`src/rtl/rdc_pkg.sv`:
```
package rdc_pkg;
    typedef enum logic [2:0] {
        ST_IDLE,
        ST_SAMPLE,
        ST_SETUP,
        ST_SHIFT,
        ST_RELEASE,
        ST_GAP
    } rdc_state_t;

    localparam int FRAME_MAX = 24;
    localparam int WORD_W    = 16;
    localparam int FAULT_W   = 8;
    localparam int CFG_W     = 8;
endpackage

```
`src/rtl/rdc_sclk_gen.sv`:
```
module rdc_sclk_gen #(
    parameter int   DIV  = 2,
    parameter logic IDLE = 1'b1
) (
    input  logic clk,
    input  logic rst_n,
    input  logic run,
    output logic sclk,
    output logic toggle,
    output logic lead
);
    localparam int DW = (DIV > 1) ? $clog2(DIV) : 1;
    localparam logic [DW-1:0] LAST = DW'(DIV - 1);

    logic [DW-1:0] dcnt;

    assign toggle = run && (dcnt == LAST);
    assign lead   = toggle && (sclk == IDLE);

    always_ff @(posedge clk or negedge rst_n) begin
        if (!rst_n) begin
            dcnt <= '0;
            sclk <= IDLE;
        end else if (!run) begin
            dcnt <= '0;
            sclk <= IDLE;
        end else if (toggle) begin
            dcnt <= '0;
            sclk <= ~sclk;
        end else begin
            dcnt <= dcnt + 1'b1;
        end
    end
endmodule

```
`src/rtl/rdc_shift_in.sv`:
```
module rdc_shift_in #(
    parameter int W = 24
) (
    input  logic         clk,
    input  logic         rst_n,
    input  logic         clr,
    input  logic         en,
    input  logic         din,
    output logic [W-1:0] q
);
    always_ff @(posedge clk or negedge rst_n) begin
        if (!rst_n)   q <= '0;
        else if (clr) q <= '0;
        else if (en)  q <= {q[W-2:0], din};
    end
endmodule

```
`src/rtl/rdc_readback_ctrl.sv`:
```
module rdc_readback_ctrl
    import rdc_pkg::*;
#(
    parameter int   DIV            = 2,
    parameter int   SAMPLE_PW      = 3,
    parameter int   SETUP_MARGIN   = 2,
    parameter int   GAP_CYC        = 3,
    parameter logic SCLK_IDLE      = 1'b1,
    parameter logic LAUNCH_LEADING = 1'b0
) (
    input  logic        clk,
    input  logic        rst_n,
    input  logic        req_valid,
    input  logic [1:0]  req_kind,
    input  logic        req_fault,
    output logic        ready,
    output logic        done,
    output logic [15:0] rd_word,
    output logic [7:0]  rd_fault,
    output logic        smp_n,
    output logic        cs_n,
    output logic        fs_n,
    output logic        sclk,
    output logic        mode_a0,
    output logic        mode_a1,
    input  logic        sdo_in
);
    localparam int SETUP_CYC = 12 * DIV + SETUP_MARGIN;
    localparam int CNT_W     = $clog2(SAMPLE_PW + SETUP_CYC + GAP_CYC + 2 * FRAME_MAX + 2) + 1;
    localparam logic [CNT_W-1:0] SMP_LAST = CNT_W'(SAMPLE_PW - 1);
    localparam logic [CNT_W-1:0] SET_LAST = CNT_W'(SETUP_CYC - 1);
    localparam logic [CNT_W-1:0] GAP_LAST = CNT_W'(GAP_CYC - 1);
    localparam logic [CNT_W-1:0] TOG_CFG  = CNT_W'(2 * CFG_W - 1);
    localparam logic [CNT_W-1:0] TOG_DATA = CNT_W'(2 * WORD_W - 1);
    localparam logic [CNT_W-1:0] TOG_FULL = CNT_W'(2 * FRAME_MAX - 1);

    rdc_state_t       state, state_nx;
    logic [CNT_W-1:0] cnt, cnt_nx;
    logic [1:0]       kind_q;
    logic             fault_q;
    logic             run, tog, lead, cap;
    logic [FRAME_MAX-1:0] shreg;
    logic [CNT_W-1:0] tog_last;
    logic             is_cfg;

    assign is_cfg   = kind_q[1];
    assign tog_last = is_cfg ? TOG_CFG : (fault_q ? TOG_FULL : TOG_DATA);
    assign run      = (state == ST_SHIFT);
    assign cap      = tog && (LAUNCH_LEADING ? !lead : lead);

    rdc_sclk_gen #(.DIV(DIV), .IDLE(SCLK_IDLE)) u_sclk (
        .clk(clk), .rst_n(rst_n), .run(run),
        .sclk(sclk), .toggle(tog), .lead(lead)
    );

    rdc_shift_in #(.W(FRAME_MAX)) u_shift (
        .clk(clk), .rst_n(rst_n), .clr(state == ST_SETUP),
        .en(cap), .din(sdo_in), .q(shreg)
    );

    // next-state
    always_comb begin
        state_nx = state;
        cnt_nx   = cnt + 1'b1;
        unique case (state)
            ST_IDLE: begin
                cnt_nx = '0;
                if (req_valid) state_nx = req_kind[1] ? ST_SETUP : ST_SAMPLE;
            end
            ST_SAMPLE: if (cnt == SMP_LAST) begin
                state_nx = ST_SETUP;
                cnt_nx   = '0;
            end
            ST_SETUP: if (cnt == SET_LAST) begin
                state_nx = ST_SHIFT;
                cnt_nx   = '0;
            end
            ST_SHIFT: begin
                cnt_nx = tog ? cnt + 1'b1 : cnt;
                if (tog && cnt == tog_last) begin
                    state_nx = ST_RELEASE;
                    cnt_nx   = '0;
                end
            end
            ST_RELEASE: begin
                state_nx = ST_GAP;
                cnt_nx   = '0;
            end
            ST_GAP: if (cnt == GAP_LAST) begin
                state_nx = ST_IDLE;
                cnt_nx   = '0;
            end
            default: begin
                state_nx = ST_IDLE;
                cnt_nx   = '0;
            end
        endcase
    end

    // state register, request latch, result registers
    always_ff @(posedge clk or negedge rst_n) begin
        if (!rst_n) begin
            state    <= ST_IDLE;
            cnt      <= '0;
            kind_q   <= 2'b00;
            fault_q  <= 1'b0;
            done     <= 1'b0;
            rd_word  <= '0;
            rd_fault <= '0;
        end else begin
            state <= state_nx;
            cnt   <= cnt_nx;
            done  <= (state == ST_RELEASE);
            if (state == ST_IDLE && req_valid) begin
                kind_q  <= req_kind;
                fault_q <= req_fault;
            end
            if (state == ST_RELEASE) begin
                if (is_cfg) begin
                    rd_word  <= {8'h00, shreg[CFG_W-1:0]};
                    rd_fault <= '0;
                end else if (fault_q) begin
                    rd_word  <= shreg[FRAME_MAX-1:FAULT_W];
                    rd_fault <= shreg[FAULT_W-1:0];
                end else begin
                    rd_word  <= shreg[WORD_W-1:0];
                    rd_fault <= '0;
                end
            end
        end
    end

    // pin outputs
    always_comb begin
        ready   = 1'b0;
        smp_n   = 1'b1;
        cs_n    = 1'b1;
        fs_n    = 1'b1;
        mode_a0 = 1'b0;
        mode_a1 = 1'b0;
        unique case (state)
            ST_IDLE:   ready = 1'b1;
            ST_SAMPLE: smp_n = 1'b0;
            ST_SETUP, ST_SHIFT, ST_RELEASE: begin
                cs_n    = 1'b0;
                fs_n    = (state != ST_SHIFT);
                mode_a0 = is_cfg;
                mode_a1 = is_cfg | kind_q[0];
            end
            ST_GAP: ;
            default: ;
        endcase
    end
endmodule

```
`config.mk`:
```
export PLATFORM = sky130hd
export DESIGN_NAME = rdc_readback_ctrl
export DESIGN_NICKNAME = d
export VERILOG_FILES = /design/src/rtl/rdc_pkg.sv /design/src/rtl/rdc_sclk_gen.sv /design/src/rtl/rdc_shift_in.sv /design/src/rtl/rdc_readback_ctrl.sv
export SDC_FILE = /design/constraint.sdc
export NUM_CORES = 1
export LEC_CHECK = 0
export ABC_AREA = 0
export CELL_PAD_IN_SITES_DETAIL_PLACEMENT = 0
export CELL_PAD_IN_SITES_GLOBAL_PLACEMENT = 2
export CORE_MARGIN = 2
export CORE_UTILIZATION = 34
export CTS_BUF_LIST = sky130_fd_sc_hd__clkbuf_4 sky130_fd_sc_hd__clkbuf_8 sky130_fd_sc_hd__clkbuf_16
export DETAILED_ROUTE_END_ITERATION = 10
export PLACE_DENSITY = 0.77
export SKIP_CTS_REPAIR_TIMING = 1
export SYNTH_ARGS = -nofsm -noshare
export SYNTH_HDL_FRONTEND = slang
export SYNTH_SLANG_ARGS = --single-unit
export TNS_END_PERCENT = 50
```
`constraint.sdc`:
```
create_clock -name clk -period 2.2 [get_ports clk]
set_clock_uncertainty 0.15 [all_clocks]
set_input_delay 0.33 -clock clk [delete_from_list [all_inputs] [get_ports clk]]
set_output_delay 0.33 -clock clk [all_outputs]
set_load 0.03 [all_outputs]
```
# Word-level counts from Yosys, hierarchy flattened
# Index checks and enable logic that the tools add are counted.
# op_classes
bitwise_logic,2
add_sub_neg,2
eq_ne,16
reduce_logical,10
muxes,30
# ops
op,n
$mux 24,2
$mux 8,6
$mux 16,2
$pmux 8 s3,1
$pmux 3 s6,1
$mux 3,5
$mux 6,2
$ne 2x2->1 const B,6
$mux 1,10
$add 8x1->8 const B,1
$eq 8x2->1 const B,1
$eq 8x5->1 const B,1
$eq 8x6->1,1
$eq 3x2->1 const B,2
$eq 3x3->1 const B,2
$logic_and 1x1->1,5
$reduce_and 5->1,1
$eq 3x1->1 const B,1
$logic_not 3->1,1
$ne 3x2->1 const B,1
$ne 3x3->1 const B,1
$reduce_or 3->1,1
$mux 2,1
$reduce_bool 2->1,1
other kinds (4),4
# word_totals
input_bits,7
elab_cells,70
regBits,65

# Longest topological paths before layout
# Gate-level depths: netlist (run 1).
# depth
depth_word,6
ltp_mapped,8
mapped_depth_nobuf,6

# Hierarchy
# A second synthesis (run 1) with hierarchy kept.
# hier_totals
cells_unflattened,290
area_unflattened_um2,3076.7
# modules_own_cells
mod,cells_each,seq_area_each_um2,area_each_um2,n_inst
rdc_readback_ctrl,206,975.9,1999.4,1
rdc_shift_in,77,600.6,989.7,1
rdc_sclk_gen,7,51.3,87.6,1

# Worst setup path before layout (run 1)
# No wires, ideal clock.
# synth_timing
path_kind,register to register
start,reg state[1]
end,reg fault_q
slack_ps,81
n_path_buf,1
arrival_time_ps,1844
stages_incl_launch_ff,5
required_time_ps,1925
setup_time_ps,125
cell_sequence,dfrtp_1 > buf_2 > nor3_1 > and2_1 > mux2_2
# synth_via
elab_chain_cells,2
# synth_lines
item,line_no,text
start: declaration,rdc_readback_ctrl.sv:37,"rdc_state_t state, state_nx;"
start signal: assignment,rdc_readback_ctrl.sv:111,state <= state_nx;
$logic_not 3->1,rdc_readback_ctrl.sv:114,if (state == ST_IDLE && req_valid) begin
$logic_and 1x1->1,rdc_readback_ctrl.sv:114,
end signal: assignment,rdc_readback_ctrl.sv:116,fault_q <= req_fault;
end: declaration,rdc_readback_ctrl.sv:40,logic fault_q;
# No other way between the ends.
# A chain may end at the register's enable or synchronous reset.

# Final worst setup path (run 1)
# layout_timing
start,reg cnt[1]
end,reg cnt[7]
# layout_via
elab_chain_cells,4
word_cells_on_any_way,11
cone_classes,add/sub: 1; eq/ne: 4; mux: 5; reduce/logical: 1
# layout_lines
item,line_no,text
start: declaration,rdc_readback_ctrl.sv:38,"logic [CNT_W-1:0] cnt, cnt_nx;"
start signal: assignment,rdc_readback_ctrl.sv:112,cnt <= cnt_nx;
$add 8x1->8 or $eq 8x6->1 (tied branches),"rdc_readback_ctrl.sv:64, rdc_readback_ctrl.sv:79, rdc_readback_ctrl.sv:80",
$mux 8 or $logic_and 1x1->1 (tied branches),"rdc_readback_ctrl.sv:79, rdc_readback_ctrl.sv:80",
$mux 8,rdc_readback_ctrl.sv:80,if (tog && cnt == tog_last) begin
$pmux 8 s3,rdc_readback_ctrl.sv:65,unique case (state)
# Several ways; a longest one is shown, not always the timed one. The select of a mux whose other input is x is not followed.

==> reports/results.txt, run 1 <==
Die H: 97.8 microns
Setup Viol. Count Final: 0
Synth area leaders: dfrtp_1 (54%), nand2_1 (12%), o21ai_0 (7.5%)
DRT Pass-1 Iters: 4
row cnt: 34
crit path time final: 2040 ps
Die X: 97.8 microns
DR vias: 2269
CP max FO: 8
relative slew slack: 69.6%
Post-synth top flop: dfrtp_1
CTS H-tree lvls: 3
hpwl dp: 4.21 mm
cells after synthesis: 315
vias in the first global route: 2203
largest net degree at the start of global routing: 66
Gate power share: 1.9%
count leader, synth: nand2_1
final wirelength: 6.43 mm
grt ovf: 0
post-synthesis sequential area ratio: 54.5%
Synth Warn #: 0
first-pass GRT wire length: 11.0 mm
post-synthesis register bit count: 65
RSZ-0062 raised after global routing: yes
Post-DRT Antenna Nets: 0
CTS tree: done
Avg WL per Cell: 13.8 microns
period utilization: 92.8%
IO Count: 39
Worst-Margin Slew: 451 ps
Async SR Flop Fraction: 100%
Non-Filler Instances: 467
Worst Hold Class: reg2reg
area delta synth->final: 25.8%
CTS buffer count: 9
initial antenna violation count: 0
fin nets: 366
syn nets: 325
Clock Sinks: 65
synth cell count leaders: nand2_1 (92), dfrtp_1 (64), o21ai_0 (45)
clock network power share: 47.4%
Psw: 0.000475 W
Static Leak: 1.65 nW
status: complete, no violations
Avg Vias per Cell: 4.86
1st-iter DRT viols: 122
maximum VDD drop: 0.000248 V
internal power: 0.00190 W
effective utilization at floorplan: 34.6%
Setup crit start kind: flop
Antenna diodes: 0
final hold viol count: 0
cell type with the largest total area after synthesis: dfrtp_1
share of cells above drive strength 1: 10.6%
clock-pin slew on the worst setup and hold paths: 70 ps
Clock Latency Late Sink: 330 ps
Syn Area/Cell: 9.49 sq um
count of final max-slew check failures: 0
Min Hold Slack: 327 ps
Die ar.: 9560 sq um
port bufs: 38
switching share of power: 20.0%
CP endpoint kind: flop
Root Buffer: clkbuf_8
Placer Congestion: 0.796
fill cell count: 848
Synth cell types: 40
WP data required: 2280 ps
Core Region: 8640 sq um
mapped cell area: 2990 sq um
Fmax: 490 MHz
Total GRT Usage: 14.3%
r2r setup slk: 160 ps
post-synth top area share: 53.6%
max cap viols: 0
placed insts: 452
Pwr Density: 632 nW/um^2
EDFF count, synth: 0
maximum clock path buffer count: 2
Setup Crit Path Kind: reg2reg
sequential share of power: 50.6%
drc violations: 0
Critical Path AT: 2120 ps
==> stage by stage <==
stage	cell area, sq um	setup TNS, ps	power, W	utilization, %	setup slack, ps
2_1_floorplan	2990	0	0.00123	-	80.7
3_3_place_gp	3510	0	0.00127	40.6	159
3_5_place_dp	3510	0	0.00127	40.6	118
4_1_cts	3730	-975	0.00242	43.1	-239
5_1_grt	3760	-7.47	0.00248	43.6	-7.47
6_report	3760	0	0.00238	43.6	158
==> cells by family (layout without fill, tap and decap cells) <==
logic type                 Yosys count  count (layout)  share of synthesized area, %
adders and majority gates            3               3                          1.26
buffers and inverters               29              73                          4.56
muxes                               19              19                          6.49
and+or+nand+nor                    125             125                          18.2
xor gates and xnor gates             2               2                         0.586
AOI/OAI and AO/OA                   72              72                          14.5
DFF                                 65              65                          54.5
==> placed cells by master (no fill, tap or decap), drive strengths merged, types with 2 or more instances in the layout <==
cell,n
a21oi,7
buf,15
nor2,7
nand3,6
o31ai,8
a31oi,4
dfrtp,64
nor3,2
o21ai,45
bufinv,2
mux2,3
and3,4
nand2,92
nand2b,2
nor2b,4
clkbuf,11
clkdlybuf4s50,31
inv,7
ha,3
dlymetal6s2s,5
mux2i,16
==> cell type report <==
type	instances	area, sq um	area share (%)
sequential	65	1630	43.3
clock buffer	11	151	4.03
inverter	7	26.3	0.699
clock inverter	3	65.1	1.73
tap	108	135	3.59
multi-input combinational	221	1240	32.9
timing repair buffer	52	518	13.8
==> power groups by stage <==
stage	clock (W)	sequential [W]	combinational, W
floorplan	0	0.00123	0.00000641
global placement	0	0.00123	0.0000473
detailed placement	0	0.00123	0.0000477
CTS	0.00117	0.00120	0.0000479
global route	0.00122	0.00120	0.0000535
finish	0.00113	0.00120	0.0000458
==> state kept, by name, summed over array words and instances, names as in the netlist <==
| register | count |
|---|---|
| state | 3 |
| fault_q | 1 |
| u_sclk.dcnt | 1 |
| kind_q | 2 |
| done | 1 |
| u_sclk.sclk | 1 |
| u_shift.q | 24 |
| rd_fault | 8 |
| cnt | 8 |
| rd_word | 16 |
==> critical path, cell delays in order, from the launching register on <==
cell and delay [ps]:
dfrtp_1 430, ha_1 250, and3_1 240, o311a_1 160
o221ai_4 260, buf_4 210, inv_2 60, o21ai_0 200
==> final timing paths <==
kind,depth (start not counted),start,end
min reg2reg,2,rd_word[7],rd_word[7]
max in group asynchronous,3,rst_n,state[2]
min in group asynchronous,3,rst_n,rd_fault[0]
min,2,rd_word[7],rd_word[7]
max reg2reg,7,cnt[1],cnt[7]
max,7,cnt[1],cnt[7]
==> metal layers <==
layer / track usage [%] / vias up / wire length (microns)
met1: 19.8 / 1076 / 3220
met3: 3.22 / 6 / 197
li1: - / 1153 / -
met5: 0 / - / 0
met4: 6.09 / 0 / 89
met2: 21.7 / 34 / 2930
Note: power is estimated with default switching activity, not from simulation.
==> run 2: changes to the inputs <==
Settings changed: CORE_ASPECT_RATIO set to 1.2, CORE_UTILIZATION 34 to 39, DONT_BUFFER_PORTS set to 1, SETUP_SLACK_MARGIN set to 0.02.
==> run 2 against run 1 <==
Register-to-register slack barely moved. Core utilization is 2.8 points higher. Routed wire length shrank 3.3%. Final area decreased by 9.2%. Setup slack better by 15 ps. Final cell count shrank 10%. Flip-flop and latch count is the same. Die area down 12%. First-iteration DRC count fell by 16%. Hold slack got worse by 160 ps. Sequential power about the same. Critical endpoint is now state[0].
==> reports/results.txt, run 2 (synthesis gave the netlist of run 1 again) <==
row cnt: 34 (unchanged)
Antenna diodes: 0 (unchanged)
Critical Path, Cell by Cell: ha_1 -> and3_2 -> o311a_1 -> o221ai_2 -> buf_4 -> a2111o_1 -> nand2_1
RSZ-0062 raised after global routing: no
Largest register FFs: 24 (unchanged)
CP max-delay cell: dfrtp_1
initial antenna violation count: 0 (unchanged)
Total GRT Usage: 16.2% (+1.9 points)
worst path bufs/invs: 1 (-1)
hpwl dp: 4.07 mm (-3.3%)
CTS tree: done
Root Buffer: clkbuf_8
Clock Sinks: 65 (unchanged)
fin util: 46.4% (+2.8 points)
crit path time final: 2030 ps (-14.8 ps)
WP data required: 2330 ps (+50 ps)
commonest non-fill, non-tap cell in the layout: nand2_1
status: complete, no violations
Placer Congestion: 0.777 (-2.4%)
max incr delay on CP: 400 ps (-30 ps)
max cap viols: 0 (unchanged)
largest net degree at the start of global routing: 66 (unchanged)
Avg WL per Cell: 14.8 microns (+7.5%)
Die ar.: 8380 sq um (-12%)
count of final max-slew check failures: 0 (unchanged)
Pwr Density: 693 nW/um^2 (+9.6%)
final setup TNS: 0 ps (unchanged)
Post-DRT Antenna Nets: 0 (unchanged)
Die H: 99.9 microns (+2.2%)
grt ovf: 0 (unchanged)
Setup crit start kind: flop
final hold viol count: 0 (unchanged)
Worst Hold Class: in2reg
CP endpoint kind: flop
port bufs: 0 (-100%)
reg2reg path depth: 7 (unchanged)
r2r endpoint: state[0]
Worst-Margin Slew: 379 ps (-72.7 ps)
share of cells above drive strength 1: 12.7% (+2.1 points)
Setup Crit Path Kind: reg2reg
effective utilization at floorplan: 40.6% (+6.0 points)
clock-pin slew on the worst setup and hold paths: 70 ps (about the same)
1st-iter DRT viols: 103 (-16%)
r2r setup slk: 170 ps (about the same)
Critical R2R Launch: cnt[1]
Crit path depth: 7 (unchanged)
Die X: 83.9 microns (-14%)
CTS H-tree lvls: 3 (unchanged)
Static Leak: 1.47 nW (-11%)
maximum clock path buffer count: 2 (unchanged)
Clock Latency Late Sink: 340 ps (about the same)
Setup Viol. Count Final: 0 (unchanged)
Avg Vias per Cell: 5.10 (+5.0%)
drc violations: 0 (unchanged)
vias in the first global route: 2128 (-3.4%)
DR vias: 2142 (-5.6%)
critical path endpoint: state[0]
IO Count: 39 (unchanged)
CP max FO: 13 (+5)
fin nets: 335 (-8.5%)
Core Region: 7360 sq um (-15%)
most flop-heavy register: u_shift.q
maximum VDD drop: 0.000481 V (+94%)
CTS buffer count: 9 (unchanged)
relative slew slack: 74.5% (+4.9 points)
period utilization: 92.2% (-0.67 points)
DRT Pass-1 Iters: 4 (unchanged)
final wirelength: 6.22 mm (-3.3%)
first-pass GRT wire length: 10.7 mm (-1.9%)
Largest regs: u_shift.q: 24 flops, rd_word: 16 flops
Min Hold Slack: 169 ps (-158 ps)
family with the most delay on the worst path: compound AO/OA/AOI/OAI gates
area delta synth->final: 14.2%
crit path from: cnt[1]
Tot Pwr: 0.00237 W (-0.50%)
Fmax: 493 MHz (+0.73%)
commonest non-fill, non-tap cells in the layout: nand2_1 (92), dfrtp_1 (63), o21ai_0 (45)
Critical Path AT: 2160 ps (+40 ps)
-- run 2: cell types whose count changed in the layout (fill, tap and decap cells not counted), moves of 2 or more --
cell	before	now
clkbuf_8	11	9
dlymetal6s2s_1	5	0
buf_4	12	14
dlygate4sd3_1	1	5
clkinvlp_4	0	2
clkdlybuf4s50_1	31	0
-- run 2: how the worst min path moves through the flow --
stage	from	end	slack (ps)	cells after the start
after CTS	rst_n	rd_fault[2]	-490	0
after global routing	req_kind[1]	state[1]	190	3
after global placement	rst_n	rd_fault[1]	-110	0
final	req_kind[1]	state[1]	170	3
after floorplan	rst_n	cnt[0]	-120	0
after detailed placement	rst_n	rd_fault[2]	-110	0
-- run 2: worst reg2reg max path, cell delays in order, from the launching register on --
cell and delay [ps]:
dfrtp_1 400, ha_1 230, and3_2 240, o311a_1 220
o221ai_2 100, buf_4 190, a2111o_1 390, nand2_1 60
-- run 2: through the flow --
stage	cell area [sq um]	std cells	worst slack, ps
3_3_place_gp	3120	398	234
6_report	3410	420	172
5_1_grt	3410	420	32.8
2_1_floorplan	2990	315	80.7
4_1_cts	3330	414	128
3_5_place_dp	3120	398	158
-- run 2: final cells by class --
| class | count | area (sq um) |
|---|---|---|
| clock buffer | 9 | 124 |
| clock inverter | 7 | 93.8 |
| fill | 726 | 3950 |
| inverter | 7 | 26.3 |
| multi-input combinational | 221 | 1230 |
| sequential | 65 | 1630 |
| tap | 90 | 113 |
| timing repair buffer | 21 | 203 |
-- run 2: routing by layer --
metal	track usage, %	part of all wire [%]	wire, microns	up-vias
met3	4.61	2.8	175	13
met2	24.9	46	2870	29
met1	20.9	49	3040	1006
met5	0	0	0	-
met4	8.44	2.2	139	0
li1	-	-	-	1094
-- run 2: report_power, final --
group          internal [W]  leakage (nW)  total [W]  switching, W
sequential          0.00120         0.873    0.00120    0.00000481
combinational     0.0000150         0.488  0.0000435     0.0000285
clock              0.000637         0.106    0.00112      0.000481
